## src/rtl/flipmask_pkg.sv

```systemverilog
package flipmask_pkg;

  typedef struct packed {
    logic load;
    logic step;
  } ctlStrobes_t;

  typedef enum logic [1:0] {
    ST_IDLE = 2'd0,
    ST_RUN  = 2'd1,
    ST_DONE = 2'd2
  } sweepState_t;

  function automatic int binom(input int n, input int k);
    int res;
    res = 1;
    for (int i = 0; i < k; i++) begin
      res = res * (n - i) / (i + 1);
    end
    return res;
  endfunction

  function automatic int sweepTotal(input int wordW, input int maxWt);
    int acc;
    acc = 0;
    for (int w = 1; w <= maxWt; w++) begin
      acc = acc + binom(wordW, w);
    end
    return acc;
  endfunction

endpackage

```

## src/rtl/flipmask_dp.sv

```systemverilog
module flipmask_dp
  import flipmask_pkg::*;
#(
  parameter int WORD_W = 32,
  parameter int MAX_WT = 4,
  parameter int CNT_W  = 16
) (
  input  logic              clk,
  input  logic              rstN,
  input  ctlStrobes_t       ctl,
  input  logic [WORD_W-1:0] targetIn,
  output logic [WORD_W-1:0] maskOut,
  output logic [WORD_W-1:0] candOut,
  output logic [CNT_W-1:0]  countOut,
  output logic              isLast
);

  localparam int IDX_W = $clog2(WORD_W);
  localparam int WT_W  = $clog2(MAX_WT + 2);

  logic [IDX_W-1:0]  idxQ [MAX_WT];
  logic [IDX_W-1:0]  idxN [MAX_WT];
  logic [WT_W-1:0]   wtQ, wtN;
  logic [WORD_W-1:0] targetQ;
  logic [CNT_W-1:0]  countQ;
  logic              found;
  int                pivot;

  // Successor tuple: bump the rightmost index that still has room,
  // then pack the following indices tightly above it.
  always_comb begin
    found = 1'b0;
    pivot = 0;
    wtN   = wtQ;
    for (int p = 0; p < MAX_WT; p++) begin
      idxN[p] = idxQ[p];
      if (p < int'(wtQ) && int'(idxQ[p]) < WORD_W - int'(wtQ) + p) begin
        found = 1'b1;
        pivot = p;
      end
    end
    if (found) begin
      for (int q = 0; q < MAX_WT; q++) begin
        if (q >= pivot) begin
          idxN[q] = IDX_W'(int'(idxQ[pivot]) + 1 + q - pivot);
        end
      end
    end else begin
      wtN = wtQ + WT_W'(1);
      for (int q = 0; q < MAX_WT; q++) begin
        idxN[q] = IDX_W'(q);
      end
    end
    isLast = !found && (int'(wtQ) == MAX_WT);
  end

  always_comb begin
    maskOut = '0;
    for (int q = 0; q < MAX_WT; q++) begin
      if (q < int'(wtQ)) begin
        maskOut[idxQ[q]] = 1'b1;
      end
    end
  end

  assign candOut  = targetQ ^ maskOut;
  assign countOut = countQ;

  always_ff @(posedge clk or negedge rstN) begin
    if (!rstN) begin
      for (int q = 0; q < MAX_WT; q++) idxQ[q] <= '0;
      wtQ     <= '0;
      targetQ <= '0;
      countQ  <= '0;
    end else if (ctl.load) begin
      for (int q = 0; q < MAX_WT; q++) idxQ[q] <= IDX_W'(q);
      wtQ     <= WT_W'(1);
      targetQ <= targetIn;
      countQ  <= '0;
    end else if (ctl.step) begin
      for (int q = 0; q < MAX_WT; q++) idxQ[q] <= idxN[q];
      wtQ    <= wtN;
      countQ <= countQ + CNT_W'(1);
    end
  end

  // active indices stay strictly increasing, so no duplicate bit
  generate
    for (genvar g = 0; g + 1 < MAX_WT; g++) begin : g_order
      p_strict_order_r5: assert property (@(posedge clk) disable iff (!rstN)
        (int'(wtQ) > g + 1 && int'(wtQ) <= MAX_WT) |-> (idxQ[g] < idxQ[g+1]));
    end
  endgenerate

  // mask weight matches the active weight in range 1..MAX_WT
  p_weight_bits_r5: assert property (@(posedge clk) disable iff (!rstN)
    (wtQ != '0 && int'(wtQ) <= MAX_WT) |-> ($countones(maskOut) == int'(wtQ)));

  // each step adds exactly one to the count
  p_count_step_r9: assert property (@(posedge clk) disable iff (!rstN)
    (ctl.step && !ctl.load) |=> (countQ == $past(countQ) + CNT_W'(1)));

  // captured target is untouched between loads
  p_target_hold_r10: assert property (@(posedge clk) disable iff (!rstN)
    !ctl.load |=> $stable(targetQ));

endmodule

```

## src/rtl/flipmask_ctl.sv

```systemverilog
module flipmask_ctl
  import flipmask_pkg::*;
(
  input  logic        clk,
  input  logic        rstN,
  input  logic        start,
  input  logic        readyIn,
  input  logic        isLast,
  output ctlStrobes_t ctl,
  output logic        validOut,
  output logic        doneOut
);

  sweepState_t stateQ, stateN;
  logic        accept;

  assign validOut = (stateQ == ST_RUN);
  assign doneOut  = (stateQ == ST_DONE);
  assign accept   = validOut && readyIn;

  assign ctl.load = start;
  assign ctl.step = accept && !start;

  always_comb begin
    stateN = stateQ;
    if (start) begin
      stateN = ST_RUN;
    end else if (accept && isLast) begin
      stateN = ST_DONE;
    end
  end

  always_ff @(posedge clk or negedge rstN) begin
    if (!rstN) stateQ <= ST_IDLE;
    else       stateQ <= stateN;
  end

  // start always leads to a presented mask
  p_start_valid_r2: assert property (@(posedge clk) disable iff (!rstN)
    start |=> (validOut && !doneOut));

  // taking the final mask finishes the sweep
  p_done_after_last_r6: assert property (@(posedge clk) disable iff (!rstN)
    (accept && isLast && !start) |=> (doneOut && !validOut));

  // a stalled mask stays presented
  p_stall_valid_r7: assert property (@(posedge clk) disable iff (!rstN)
    (validOut && !readyIn && !start) |=> validOut);

endmodule

```

## src/rtl/flipmask_gen.sv

```systemverilog
module flipmask_gen
  import flipmask_pkg::*;
#(
  parameter int WORD_W = 32,
  parameter int MAX_WT = 4,
  parameter int CNT_W  = $clog2(sweepTotal(WORD_W, MAX_WT) + 1)
) (
  input  logic              clk,
  input  logic              rstN,
  input  logic              start,
  input  logic [WORD_W-1:0] targetIn,
  input  logic              readyIn,
  output logic              validOut,
  output logic [WORD_W-1:0] maskOut,
  output logic [WORD_W-1:0] candOut,
  output logic [CNT_W-1:0]  countOut,
  output logic              doneOut
);

  localparam int TOTAL = sweepTotal(WORD_W, MAX_WT);

  ctlStrobes_t ctl;
  logic        isLast;

  flipmask_ctl u_ctl (
    .clk      (clk),
    .rstN     (rstN),
    .start    (start),
    .readyIn  (readyIn),
    .isLast   (isLast),
    .ctl      (ctl),
    .validOut (validOut),
    .doneOut  (doneOut)
  );

  flipmask_dp #(
    .WORD_W (WORD_W),
    .MAX_WT (MAX_WT),
    .CNT_W  (CNT_W)
  ) u_dp (
    .clk      (clk),
    .rstN     (rstN),
    .ctl      (ctl),
    .targetIn (targetIn),
    .maskOut  (maskOut),
    .candOut  (candOut),
    .countOut (countOut),
    .isLast   (isLast)
  );

  // stalled outputs hold
  p_stall_hold_r7: assert property (@(posedge clk) disable iff (!rstN)
    (validOut && !readyIn && !start) |=> ($stable(maskOut) && $stable(candOut) && $stable(countOut)));

  // done only with the full count
  p_done_total_r6: assert property (@(posedge clk) disable iff (!rstN)
    doneOut |-> (int'(countOut) == TOTAL));

  // a presented mask is never zero
  p_nonzero_r5: assert property (@(posedge clk) disable iff (!rstN)
    validOut |-> (maskOut != '0));

endmodule

```

## config.mk

```make
export PLATFORM = sky130hd
export DESIGN_NAME = flipmask_gen
export DESIGN_NICKNAME = d
export VERILOG_FILES = /design/src/rtl/flipmask_pkg.sv /design/src/rtl/flipmask_dp.sv /design/src/rtl/flipmask_ctl.sv /design/src/rtl/flipmask_gen.sv
export SDC_FILE = /design/constraint.sdc
export NUM_CORES = 1
export LEC_CHECK = 0
export ABC_CLOCK_PERIOD_IN_PS = 7550
export BUFFER_PORTS_ARGS = -buffer_cell sky130_fd_sc_hd__buf_2
export CAP_MARGIN = 20
export CORE_UTILIZATION = 56
export DETAILED_ROUTE_END_ITERATION = 8
export PLACE_DENSITY = 0.8
export SLEW_MARGIN = 20
export SYNTH_ARGS = -nofsm -noshare
export SYNTH_HDL_FRONTEND = slang
export SYNTH_HIERARCHICAL = 1
export SYNTH_SLANG_ARGS = --single-unit
```

## constraint.sdc

```tcl
create_clock -name clk -period 7.55 [get_ports clk]
set_input_delay 1.51 -clock clk [delete_from_list [all_inputs] [get_ports clk]]
set_output_delay 1.51 -clock clk [all_outputs]
set_load 0.03 [all_outputs]
```

==> summary.md <==
| Metric | Value |
|---|---|
| RR Endpoint | u_dp/idxQ[14]$_DFFE_PN0P_ |
| Dpl cells | 819 |
| Initial antenna violation count | 0 |
| GR Overflow Total | 0 |
| Number of max-cap violations | 0 |
| Final Non-Filler Cells | around 840 |
| Syn-to-layout area delta | 15.1% |
| Hold Path Class | flop to flop |
| DP Area | 0.00628 mm² |
| Status | completed |
| # setup viols final | 0 |
| Mapped Cells | 599 |
| Setup bufs post-CTS | 0 |
| Power density cells | 332 mW/mm² |
| RSZ-0062 raised after global routing | false |
| # fillers | about 820 |
| Layout cells sized above 1 | 0.272 |
| Clock Tree Root | clkbuf_8 |
| Number of library cell types mapped by synthesis | 75 |
| Yosys warns | 6 |
| Relative slew margins | 0.183 |
| Most frequent cells in the layout | buf_2, dfrtp_1, xor2_1 |
| Final WL | 15.9 mm |
| Initial DRC count | 412 |
| R2r setup slk | around 1.2 ns |
| Top Family by Delay on Critical Path | compound AO/OA/AOI/OAI gates |
| I/O pin cnt | approximately 120 |
| Reg2reg path depth | 22 |
| Final period util | 0.837 |
| Arrival time worst endpoint | roughly 6.6 ns |
| Cell row count | 36 |
| CP Data Required Time | 7.80 ns |
| Total track usage | 0.305 |
| Post-route cell area | around 0.0065 mm² |
| Mapped Area | 0.00567 mm² |
| Critical Path Sink Type | flop |
| Vias in the first global route | 4946 |
| Syn_area_per_cell | 9.46 µm² |
| CP Max Fanout | 13 |
| Die H | 103 µm |
| PostCTS Resize Cnt | 0 |
| CP bufs+invs | 3 |
| Drc violations | 0 |
| WL per Instance | 19.0 µm |
| Post-synth EDFFs | 0 |
| Port Buffer Count | about 120 |
| Hold-fix buffers, CTS | 0 |
| Clock transition at path regs | 0.08 ns |
| Yosys reg bits | 73 |
| First-pass GRT wire length | 24.5 mm |
| Worst hold start | u_dp/targetQ[25]$_DFFE_PN0P_ |
| Switching share of power | 0.480 |
| Setup CP Type | flop to flop |
| Final Hold Fails | 0 |
| Clk_skew | 0.0135 ns |
| DP HPWL | 11.4 mm |
| Clock power frac | 0.173 |
| Least-Margin Pin Slew | around 1.2 ns |
| Routed Antenna Nets | 0 |
| Total Power | 2.17 mW |
| DRT Pass-1 Iters | 5 |
| Final worst path period need | approximately 6.3 ns |
| Leakage | 3.02 nW |
| Max IR drop VDD | 0.177 mV |
| Psw | between 1 and 1.5 mW |
| Post-layout util | 0.668 |
| CTS Sinks | between 70 and 80 |
| Cell Chain, Critical Path | clkinv_1 -> ha_1 -> xor2_1 -> inv_1 -> ha_1 -> nor3_1 -> o21ai_0 -> o211ai_1 -> ha_1 -> o21ai_0 -> a221oi_2 -> a21o_1 -> nand2_1 -> o311a_4 -> ha_1 -> xor2_1 -> inv_1 -> ha_1 -> a21o_1 -> a21oi_1 -> xor2_1 -> a22o_1 |
| Most frequent CP cell | ha_1 |
| Total die area | 0.0105 mm² |
| Commonest non-fill, non-tap cell in the layout | buf_2 |
| Vias post-DR | 5322 |
| Syn nets | 673 |
| Nets | 771 |
| Final setup TNS | 0 ns |
| Internal power | 1.13 mW |
| Post-synth top flop | dfrtp_1 |
| Vias per cell | 6.37 |
| Sequential-to-total area share from yosys stat | 0.322 |
| Clock Latency Late Sink | 0.36 ns |
| Core box area | 0.00977 mm² |
| Initial cell density of the core | 0.580 |
| Final estimated routing congestion in global placement | 0.987 |
| Async set-or-reset flop fraction in the synthesized netlist | 1.00 |
| Min-Delay Path Depth | 1 |
| Htree depth | 3 |
| Num CTS Buffers | 9 |
| Antenna diodes | 0 |
| Largest net degree at the start of global routing | 74 |
| Slew Limit Fails | 0 |
| CP max stage delay | 0.62 ns |
| Fmax | between 150 and 200 MHz |
| Max clock buf depth | 2 |
| Die X | 103 µm |
| CTS tree | done |
| Worst r2r src | u_dp/wtQ[0]$_DFFE_PN0P_ |
| CP startpoint kind | flop |
| WHS Endpoint | u_dp/targetQ[25]$_DFFE_PN0P_ |
| Share of power burned in registers | 0.270 |
| Comb power frac | 0.557 |
| Slowest library cell on the worst path | dfrtp_1 |
==> metrics by stage <==
step	hold WS [ns]	worst slack, ns
finish	0.531	1.23
global route	0.540	0.895
CTS	0.533	1.33
detailed placement	0.518	1.37
global placement	0.509	1.73
floorplan	0.501	2.22
==> cells by family (layout without fill, tap and decap cells) <==
logic type / count (synthesis) / in the layout / synth area share
muxes: 36 / 36 / 0.0706
xor gates and xnor gates: 62 / 62 / 0.0998
and+or+nand+nor: 153 / 153 / 0.141
AOI/OAI and AO/OA: 172 / 172 / 0.227
adders and majority gates: 38 / 38 / 0.0892
DFF: 73 / 73 / 0.322
buffers and inverters: 65 / 168 / 0.0501
==> cell usage after synthesis, types with 17 or more instances <==
cell type,count,area [µm²]
nor3_1,17,85.1
nand2_1,37,139
clkbuf_1,17,63.8
xor2_1,46,403
nor2_1,31,116
a221o_1,24,240
mux2_2,32,360
o21ai_0,29,145
dfrtp_1,73,1830
inv_1,30,113
a21oi_1,23,115
o22ai_1,32,200
ha_1,34,425
==> flip-flops by register name, indices dropped and copies added, names as in the netlist <==
register,count
u_dp/idxQ,20
u_dp/targetQ,32
u_dp/wtQ,3
u_dp/countOut,16
u_ctl/stateQ,2
==> how the worst max path moves through the flow <==
stage | endpoint | depth (start not counted) | start
after global placement | u_dp/idxQ[14]$_DFFE_PN0P_ | 21 | u_dp/wtQ[0]$_DFFE_PN0P_
after detailed placement | u_dp/idxQ[14]$_DFFE_PN0P_ | 22 | u_dp/wtQ[0]$_DFFE_PN0P_
after CTS | u_dp/idxQ[14]$_DFFE_PN0P_ | 22 | u_dp/wtQ[0]$_DFFE_PN0P_
after floorplan | u_dp/idxQ[14]$_DFFE_PN0P_ | 25 | u_dp/wtQ[0]$_DFFE_PN0P_
after global routing | u_dp/idxQ[14]$_DFFE_PN0P_ | 22 | u_dp/wtQ[0]$_DFFE_PN0P_
final | u_dp/idxQ[14]$_DFFE_PN0P_ | 22 | u_dp/wtQ[0]$_DFFE_PN0P_
==> power by group through the flow <==
stage / Sequential, mW / Clock (mW) / Combinational (mW)
after floorplan: 0.497 / 0 / 0.958
after global placement: 0.581 / 0 / 1.13
after detailed placement: 0.583 / 0 / 1.17
after CTS: 0.575 / 0.384 / 1.19
after global routing: 0.589 / 0.402 / 1.32
final: 0.586 / 0.376 / 1.21
==> layout make-up <==
cell class | instances | area [µm²] | share of cell area
multi-input cells | 461 | 3560 | 0.546
flip-flops and latches | 73 | 1830 | 0.280
repair buffers | 119 | 601 | 0.0920
well taps | 133 | 166 | 0.0255
clock buffers | 10 | 128 | 0.0196
inverters | 33 | 126 | 0.0194
clock inverters | 6 | 115 | 0.0176
==> layer usage <==
layer  global-route usage  wire length (µm)  part of all wire
met5                    0                 0                 0
met4                0.148               654             0.041
met3               0.0698              1390             0.088
met2                0.499              7290              0.46
met1                0.380              6570              0.41
Note: power is estimated with default switching activity, not from simulation.
